**config.mk**
```make
export PLATFORM = sky130hd
export DESIGN_NAME = shared_bus_arbiter
export DESIGN_NICKNAME = d
export VERILOG_FILES = /design/src/rtl/arb_pkg.sv /design/src/rtl/arb_policy.sv /design/src/rtl/arb_fsm.sv /design/src/rtl/arb_outputs.sv /design/src/rtl/shared_bus_arbiter.sv
export SDC_FILE = /design/constraint.sdc
export NUM_CORES = 1
export LEC_CHECK = 0
export BUFFER_PORTS_ARGS = -buffer_cell sky130_fd_sc_hd__buf_2
export CAP_MARGIN = 20
export CORE_AREA = 2 2 39 41
export CTS_CLUSTER_DIAMETER = 120
export DETAILED_ROUTE_END_ITERATION = 8
export DIE_AREA = 0 0 41 43
export PLACE_DENSITY = 0.63
export SYNTH_ARGS = -nofsm -noshare
export SYNTH_HDL_FRONTEND = slang
export SYNTH_SLANG_ARGS = --single-unit
export TNS_END_PERCENT = 100
```
**constraint.sdc**
```tcl
create_clock -name clk -period 1.9 [get_ports clk]
set_input_delay 0.475 -clock clk [delete_from_list [all_inputs] [get_ports clk]]
set_output_delay 0.475 -clock clk [all_outputs]
set_load 0.01 [all_outputs]
```
**src/rtl/arb_pkg.sv**
```systemverilog
// Shared types for the shared-bus arbiter.
// Assumes: two policy bits; code 2'b11 is treated like 2'b00.
package arb_pkg;
    localparam int MODE_W = 2;

    typedef enum logic [MODE_W-1:0] {
        POL_EACH    = 2'b00,
        POL_ANY     = 2'b01,
        POL_HIGHER  = 2'b10,
        POL_EACH_B  = 2'b11
    } policy_t;

    typedef enum logic [2:0] {
        ST_IDLE = 3'd0,
        ST_WAIT = 3'd1,
        ST_XFER = 3'd2,
        ST_PARK = 3'd3,
        ST_REL  = 3'd4
    } arb_state_t;
endpackage

```
**src/rtl/arb_policy.sv**
```systemverilog
// Release policy unit: latches the policy while the bus is not owned
// and turns it into two release decisions, one for the end of a transfer
// and one for the parked state.
// Assumes: other_req already excludes this master's own request drive.
module arb_policy
    import arb_pkg::*;
(
    input  logic              clk,
    input  logic              rst_n,
    input  logic              sample,
    input  logic [MODE_W-1:0] mode_sel,
    input  logic              prio_in_n,
    input  logic              other_req,
    output logic              rel_at_end,
    output logic              rel_parked
);
    policy_t mode_q;
    logic    pol_each;
    logic    pol_any;

    // Latch the policy only while the bus is not owned.
    always_ff @(posedge clk) begin
        if (!rst_n)
            mode_q <= POL_EACH;
        else if (sample)
            mode_q <= policy_t'(mode_sel);
    end

    // Decode the latched policy into release decisions.
    always_comb begin
        pol_each   = (mode_q == POL_EACH) || (mode_q == POL_EACH_B);
        pol_any    = (mode_q == POL_ANY);
        rel_parked = prio_in_n || (pol_any && other_req);
        rel_at_end = pol_each || rel_parked;
    end

    // the policy is frozen throughout an ownership tenure.
    p_mode_frozen_r11: assert property (@(posedge clk) disable iff (!rst_n)
        (!sample && !$past(sample)) |-> $stable(mode_q));
endmodule

```
**src/rtl/arb_fsm.sv**
```systemverilog
// Ownership state machine: idle, requesting, transfer, parked, and a
// one-clock release gap.
// Assumes: cyc_req stays high until the edge at which ready is given.
module arb_fsm
    import arb_pkg::*;
(
    input  logic       clk,
    input  logic       rst_n,
    input  logic       cyc_req,
    input  logic       prio_in_n,
    input  logic       xack_n,
    input  logic       rel_at_end,
    input  logic       rel_parked,
    output arb_state_t state
);
    arb_state_t state_nx;

    // Next-state selection.
    always_comb begin
        state_nx = state;
        unique case (state)
            ST_IDLE: if (cyc_req) state_nx = ST_WAIT;
            ST_WAIT: if (!prio_in_n) state_nx = ST_XFER;
            ST_XFER: if (!xack_n) state_nx = rel_at_end ? ST_REL : ST_PARK;
            ST_PARK: begin
                if (rel_parked)   state_nx = ST_REL;
                else if (cyc_req) state_nx = ST_XFER;
            end
            ST_REL:  state_nx = ST_IDLE;
            default: state_nx = ST_IDLE;
        endcase
    end

    // State register.
    always_ff @(posedge clk) begin
        if (!rst_n) state <= ST_IDLE;
        else        state <= state_nx;
    end

    // a pending request with priority present gains ownership.
    p_grant_on_prio_r3: assert property (@(posedge clk) disable iff (!rst_n)
        (state == ST_WAIT && !prio_in_n) |=> (state == ST_XFER));
    // no release while a transfer is unacknowledged.
    p_hold_mid_xfer_r8: assert property (@(posedge clk) disable iff (!rst_n)
        (state == ST_XFER && xack_n) |=> (state == ST_XFER));
    // the release gap lasts exactly one clock.
    p_gap_one_clock_r9: assert property (@(posedge clk) disable iff (!rst_n)
        (state == ST_REL) |=> (state == ST_IDLE));
endmodule

```
**src/rtl/arb_outputs.sv**
```systemverilog
// Output decode: bus-side and local-side signals from the state,
// plus detection of other requesters on the shared request line.
// Assumes: the common line is a wired-AND of every master's drive.
module arb_outputs
    import arb_pkg::*;
(
    input  logic       clk,
    input  logic       rst_n,
    input  arb_state_t state,
    input  logic       cyc_req,
    input  logic       prio_in_n,
    input  logic       xack_n,
    input  logic       cbreq_in_n,
    output logic       breq_n,
    output logic       cbreq_out_n,
    output logic       busy_n,
    output logic       drv_en,
    output logic       rdy_n,
    output logic       prio_out_n,
    output logic       other_req
);
    logic owned;

    // Drive bus-side and local-side signals from the state.
    always_comb begin
        owned       = (state == ST_XFER) || (state == ST_PARK);
        drv_en      = owned;
        busy_n      = !owned;
        breq_n      = !(owned || state == ST_WAIT);
        cbreq_out_n = (state != ST_WAIT);
        rdy_n       = !(state == ST_XFER && !xack_n);
        prio_out_n  = !(state == ST_IDLE && !cyc_req && !prio_in_n);
        other_req   = cbreq_out_n && !cbreq_in_n;
    end

    // ready only reaches the processor while the bus is owned.
    p_ready_owner_r4: assert property (@(posedge clk) disable iff (!rst_n)
        !rdy_n |-> (drv_en && !busy_n));
    // priority passes only when the bus is neither used nor requested.
    p_pass_when_free_r10: assert property (@(posedge clk) disable iff (!rst_n)
        !prio_out_n |-> (!drv_en && breq_n && cbreq_out_n));
    // the clock after drivers drop still withholds priority.
    p_no_overlap_r9: assert property (@(posedge clk) disable iff (!rst_n)
        $fell(drv_en) |-> prio_out_n);
endmodule

```
**src/rtl/shared_bus_arbiter.sv**
```systemverilog
// Per-subsystem arbiter for a multimaster shared bus. It stalls local
// cycles until priority is granted, enables the drivers while it owns
// the bus, and releases according to a latched policy.
// Assumes: synchronous inputs; xack_n is only meaningful while owned.
module shared_bus_arbiter
    import arb_pkg::*;
(
    input  logic              clk,
    input  logic              rst_n,
    input  logic              cyc_req,
    input  logic [MODE_W-1:0] mode_sel,
    input  logic              xack_n,
    output logic              rdy_n,
    input  logic              prio_in_n,
    output logic              prio_out_n,
    output logic              breq_n,
    input  logic              cbreq_in_n,
    output logic              cbreq_out_n,
    output logic              busy_n,
    output logic              drv_en
);
    arb_state_t state;
    logic       rel_at_end;
    logic       rel_parked;
    logic       other_req;
    logic       not_owned;

    // Policy may be sampled only outside a tenure.
    always_comb not_owned = (state == ST_IDLE) || (state == ST_WAIT);

    arb_policy u_policy (
        .clk        (clk),
        .rst_n      (rst_n),
        .sample     (not_owned),
        .mode_sel   (mode_sel),
        .prio_in_n  (prio_in_n),
        .other_req  (other_req),
        .rel_at_end (rel_at_end),
        .rel_parked (rel_parked)
    );

    arb_fsm u_fsm (
        .clk        (clk),
        .rst_n      (rst_n),
        .cyc_req    (cyc_req),
        .prio_in_n  (prio_in_n),
        .xack_n     (xack_n),
        .rel_at_end (rel_at_end),
        .rel_parked (rel_parked),
        .state      (state)
    );

    arb_outputs u_out (
        .clk         (clk),
        .rst_n       (rst_n),
        .state       (state),
        .cyc_req     (cyc_req),
        .prio_in_n   (prio_in_n),
        .xack_n      (xack_n),
        .cbreq_in_n  (cbreq_in_n),
        .breq_n      (breq_n),
        .cbreq_out_n (cbreq_out_n),
        .busy_n      (busy_n),
        .drv_en      (drv_en),
        .rdy_n       (rdy_n),
        .prio_out_n  (prio_out_n),
        .other_req   (other_req)
    );

    // drivers drop only after a completed transfer or from the parked state.
    p_release_boundary_r8: assert property (@(posedge clk) disable iff (!rst_n)
        $fell(drv_en) |-> ($past(!rdy_n) || $past(state == ST_PARK)));
endmodule

```
==> key figures, run 1 <==
STA
  • WHS: roughly 0.46 ns
  • TNS Setup: 0 ns
  • Setup violators final: 0
  • Min cycle time layout: 1.82 ns
  • RSZ-0062 raised after global routing: no
  • Slew margin rel.: 74.5%
  • Worst Skew: slightly above 0.004 ns
  • Final period util: a little over nine tenths
  • Fmax: 549 MHz
  • Hold Fails Final Rpt: 0
  • Slew @ Worst Pin: 0.378 ns
  • Max Slew Vio Count: 0

Setup path
  • R2R Path Start: u_policy.mode_q[1]
  • Startpoint Class: register
  • R2r setup slk: about 0.43 ns
  • CP startpoint: u_fsm.state[2]
  • Worst EP arrival: between 1 and 1.5 ns
  • Max stage delay on crit path: ~0.35 ns
  • Crit Path Category: reg -> out
  • Reg2reg path depth: 5
  • Slowest CP cell: dfxtp_1
  • Setup crit end kind: primary output
  • Worst-path maximum fanout: 7
  • Cell Chain, Critical Path: and2b_2, inv_1, or3_1, buf_2
  • Crit path to: rdy_n
  • RR Endpoint: u_fsm.state[1]
  • CP Data Required Time: between 1 and 1.5 ns

Detailed routing
  • Drt first pass iters: 4
  • 1st-iter DRT viols: 9
  • # DRC: 0
  • Routed wire length: 864 microns
  • Total number of vias: between 300 and 400
  • Routed WL per cell: about 11 microns
  • Via density: 4.89
  • Antenna Violating Nets Remaining: 0

Global route
  • Number of global-route vias before repair: 329
  • Initial antenna violation count: 0
  • Total GRT Usage: about an eighth
  • Largest net degree at the start of global routing: 12
  • Wire length of the first global-routing pass: between 1000 and 1500 microns
  • Grt total ovfl: 0

Finish
  • Layout cells sized above 1: approximately a third
  • Final core utilization: about a third
  • Post-route cell area: 484 sq um
  • P&R area growth vs syn: 26.9%
  • Final net count: between 70 and 80
  • N_diodes: 0

Min path
  • Hold Path Depth: 2
  • Type of the worst min-delay path: reg -> reg

CTS
  • Number of setup buffers added after CTS: 0
  • Clock root cell: clkbuf_4
  • Clock transition at path regs: ~0.040 ns
  • Resize count post-CTS: 0
  • Clock buffer depth: 2
  • TritonCTS clock tree: done
  • Post-CTS Hold Buffers: 0
  • H-Tree Level Count: 1
  • # clock sinks: 5
  • Num CTS Buffers: 3
  • Clock Latency Late Sink: 0.25 ns

Yosys
  • Post-synthesis sequential area ratio: 26.2%
  • Yosys cell types: 24
  • Flops & latches, synth: 5
  • Synth warn: 0
  • Mapped cell area: around 380 sq um
  • Synthesized area per cell: just under 8 sq um
  • Post-Syn Nets: 57
  • Syn Inst Count: 48

Placement
  • HPWL after DPL: slightly below 700 microns
  • Placement Cell Area: between 400 and 500 sq um
  • IO buf count: 13
  • GP Congestion: between 0.7 and 0.8

Floorplanning
  • Core area: ~1400 sq um
  • Starting density of the core: 27.6%
  • # IOs: 14
  • Die area: 1760 sq um
  • Die W: approximately 40 microns
  • Row count: 14
  • Die H: between 40 and 50 microns

Power
  • Sw frac: 35.5%
  • Reg power frac: around a third
  • Lkg Pwr: between 0.15 and 0.2 nW
  • Internal: 279 uW
  • Pwr Total: 433 uW
  • Clock Power Share: about 28%
  • Power density cells: a little under 900 nW/um^2
  • VDD IR max: ~0.0004 V
  • Gate power share: between 30% and 40%
  • NetSw: approximately 150 uW

Flow run
  • Maxcap violations: 0

Outcome
  • Run status: complete, no violations
worst min path at each step:
stage	start	to	slack [ns]
finish	u_policy.mode_q[0]	u_policy.mode_q[0]	0.46
global route	mode_sel[0]	u_policy.mode_q[0]	0.47
detailed placement	u_policy.mode_q[0]	u_policy.mode_q[0]	0.46
CTS	u_policy.mode_q[0]	u_policy.mode_q[0]	0.47
global placement	u_policy.mode_q[1]	u_policy.mode_q[1]	0.45
floorplan	u_policy.mode_q[1]	u_policy.mode_q[1]	0.44
worst max-delay path, delay by kind of cell (launching register included):
kind | cells | cell delay (ns)
AND/OR/NAND/NOR | 2 | 0.55
flip-flops | 1 | 0.35
buffers and inverters | 2 | 0.20
power by group through the flow:
stage,Sequential [mW],Clock [mW],Combinational [mW]
after global routing,0.142,0.133,0.190
final,0.140,0.123,0.170
after floorplan,0.127,0,0.135
after detailed placement,0.142,0,0.171
after global placement,0.140,0,0.171
after CTS,0.139,0.128,0.171
cell usage after synthesis, drive strengths merged:
cell type / number / area [sq um]
a21oi: 4 / 20.0
nand2: 6 / 22.5
nor3: 1 / 5.00
o41ai: 2 / 17.5
nor2: 4 / 15.0
nor4b: 2 / 17.5
nor2b: 2 / 22.5
nand2b: 1 / 6.26
or3: 1 / 6.26
o21ai: 2 / 10.0
o31ai: 3 / 36.3
ha: 1 / 12.5
nor4: 1 / 6.26
dfxtp: 5 / 100
inv: 5 / 18.8
or2: 1 / 6.26
buf: 2 / 16.3
a222oi: 1 / 10.0
and2b: 2 / 17.5
nand3b: 1 / 7.51
o211ai: 1 / 7.51
state kept, by name, indices dropped and copies added (netlist names):
| signal | flops |
|---|---|
| u_fsm.state | 3 |
| u_policy.mode_q | 2 |
cell families after synthesis:
logic type	count (synthesis)	share of synthesized area, %
fa+ha+maj	1	3.28
compound gates	13	26.6
flops	5	26.2
buf+inv	7	9.18
simple gates	22	34.8
cell type report:
class / instances / area [sq um]
clock buffer: 4 / 26.3
fill: 163 / 900
inverter: 5 / 18.8
multi-input combinational: 36 / 246
sequential: 5 / 100
tap: 16 / 20.0
timing repair buffer: 14 / 72.6
routing by layer:
layer / GRT usage (%) / part of all wire [%]
met1: 13.6 / 43
met2: 17.8 / 49
met3: 4.71 / 4.4
met4: 10.0 / 3.5
met5: 0 / 0
through the flow:
step	setup slack, ns	cells
finish	0.0772	80
global route	0.0204	80
CTS	0.0686	80
detailed placement	0.334	76
global placement	0.363	76
floorplan	0.353	48
cell usage in the layout, fill, tap and decap left out, types with 3 or more instances in the layout:
cell and instances:
buf_2 13, nand2_1 6, inv_1 5, dfxtp_1 5, nor2_1 4, a21oi_1 4
clkbuf_4 3
(Power assumes the default switching activity.)
==> inputs of run 2 (changes only) <==
--- a/config.mk
+++ b/config.mk
@@ -6,7 +6,7 @@
 export NUM_CORES = 1
 export LEC_CHECK = 0
 export BUFFER_PORTS_ARGS = -buffer_cell sky130_fd_sc_hd__buf_2
-export CAP_MARGIN = 20
+export CAP_MARGIN = 0
 export CORE_AREA = 2 2 39 41
 export CTS_CLUSTER_DIAMETER = 120
 export DETAILED_ROUTE_END_ITERATION = 8
@@ -15,4 +15,4 @@
 export SYNTH_ARGS = -nofsm -noshare
 export SYNTH_HDL_FRONTEND = slang
 export SYNTH_SLANG_ARGS = --single-unit
-export TNS_END_PERCENT = 100
+export TNS_END_PERCENT = 50
==> constraint.sdc (replaced) <==
create_clock -name clk -period 2.1 [get_ports clk]
set_input_delay 0.525 -clock clk [delete_from_list [all_inputs] [get_ports clk]]
set_output_delay 0.525 -clock clk [all_outputs]
set_load 0.01 [all_outputs]
==> run 2 against run 1 <==
Global-route usage down 0.54 points. Critical path depth unchanged. Largest power group unchanged. Via count down 0.51%. Highest routed layer unchanged.
==> key figures, run 2 (synthesis results as in run 1) <==
Outcome
  • Run status: complete, no violations

Finish
  • Final core utilization: 34.4%
  • Filler Cell Count: about 150
  • Commonest non-fill, non-tap cell in the layout: buf_2
  • Multi-input combinational cell area: about 250 sq um
  • Final net count: 73
  • Largest Register: u_fsm.state
  • Layout cells sized above 1: approximately 33%
  • Most frequent cells in the layout: buf_2 (13), nand2_1 (6), inv_1 (5), dfxtp_1 (5)
  • N_diodes: 0
  • P&R area growth vs syn: 24.9%
  • Post-route cell area: 477 sq um
  • Register area: between 100 and 150 sq um
  • Largest regs: u_fsm.state: 3 flops, u_policy.mode_q: 2 flops
  • Max reg flops: 3

Setup path
  • Crit Path Category: reg -> out
  • Worst EP arrival: roughly 1.4 ns
  • Startpoint Class: register
  • Setup crit end kind: primary output
  • Reg2reg path depth: 5
  • Worst-path maximum fanout: 11
  • R2r setup slk: between 0.6 and 0.7 ns
  • CP Data Required Time: 1.57 ns

STA
  • Final period util: 93.6%
  • RSZ-0062 raised after global routing: no
  • Max Slew Vio Count: 0
  • Slew @ Worst Pin: just under 0.4 ns
  • Fmax: between 500 and 600 MHz
  • Worst Skew: 0.00309 ns
  • TNS Setup: 0 ns
  • Slew margin rel.: between 70% and 80%
  • WHS: 0.463 ns
  • Setup violators final: 0
  • Min cycle time layout: just under 2 ns
  • Hold Fails Final Rpt: 0

Floorplanning
  • Die H: between 40 and 50 microns
  • Die W: slightly above 40 microns
  • Starting density of the core: between 20% and 30%
  • Row count: 14
  • # IOs: 14
  • Die area: 1760 sq um
  • Core area: about 1400 sq um

Global route
  • Total GRT Usage: 11.8%
  • Largest net degree at the start of global routing: 12
  • Initial antenna violation count: 0
  • Number of global-route vias before repair: around 320
  • Wire length of the first global-routing pass: ~1400 microns
  • Grt total ovfl: 0

Detailed routing
  • # DRC: 0
  • Routed WL per cell: around 11 microns
  • 1st-iter DRT viols: 7
  • Metal3 WL: roughly 35 microns
  • Met2 routed WL: ~420 microns
  • Total number of vias: about 390
  • Routed wire length: a little over 800 microns
  • DR top layer: met4
  • Via density: slightly below 5
  • Antenna Violating Nets Remaining: 0
  • M1 wire length: ~350 microns
  • Drt first pass iters: 4

CTS
  • # clock sinks: 5
  • Num CTS Buffers: 3
  • Clock transition at path regs: roughly 0.040 ns
  • Clock Latency Late Sink: roughly 0.24 ns
  • Resize count post-CTS: 0
  • Number of setup buffers added after CTS: 0
  • H-Tree Level Count: 1
  • Clock root cell: clkbuf_4
  • Post-CTS Hold Buffers: 0
  • TritonCTS clock tree: done
  • Clock buffer depth: 2

Power
  • Power density cells: 807 nW/um^2
  • VDD IR max: 0.000411 V
  • Lkg Pwr: 0.194 nW

Placement
  • Placement Cell Area: about 450 sq um
  • IO buf count: 13
  • HPWL after DPL: about 660 microns
  • GP Congestion: 0.757

Min path
  • Type of the worst min-delay path: reg -> reg
  • Hold Path Depth: 2

Flow run
  • Maxcap violations: 0
==> run 2: changes by cell type in the layout (fill, tap and decap cells not counted), sizes merged <==
cell / before / now
buf: 14 / 13
==> run 2: per-layer routing <==
layer	GRT usage [%]	vias to the layer above
met2	15.3	8
met4	10.0	0
met3	4.71	4
met1	14.4	173
met5	0	-
li1	-	204
==> run 2: critical path, cell delays in order (launching register included) <==
cell	delay, ns
dfxtp_1	0.47
and2b_2	0.23
inv_1	0.06
or3_1	0.29
buf_2	0.14
==> run 2: per-stage QoR <==
stage,setup slack [ns],std cells,power (mW)
3_3_place_gp,0.421,75,0.276
2_1_floorplan,0.503,48,0.238
5_1_grt,0.0490,79,0.416
6_report,0.134,79,0.385
3_5_place_dp,0.398,75,0.276
4_1_cts,0.128,79,0.391
==> run 2: final cells by class <==
type | instances | share of cell area [%]
Tap cell | 16 | 4.20
Multi-Input combinational cell | 36 | 51.7
Clock buffer | 4 | 5.51
Timing Repair Buffer | 13 | 13.6
Inverter | 5 | 3.94
Sequential cell | 5 | 21.0
==> run 2: worst paths after layout <==
path                         to               start
max                       rdy_n      u_fsm.state[1]
min          u_policy.mode_q[0]  u_policy.mode_q[0]
max reg2reg      u_fsm.state[1]  u_policy.mode_q[1]
min reg2reg  u_policy.mode_q[0]  u_policy.mode_q[0]
==> run 2: power by group <==
group          internal, mW  leakage (nW)  switching (mW)  total (mW)
clock                0.0718        0.0150          0.0388       0.111
combinational        0.0681         0.138          0.0735       0.142
sequential            0.108        0.0412          0.0243       0.133
total                 0.248         0.194           0.137       0.385
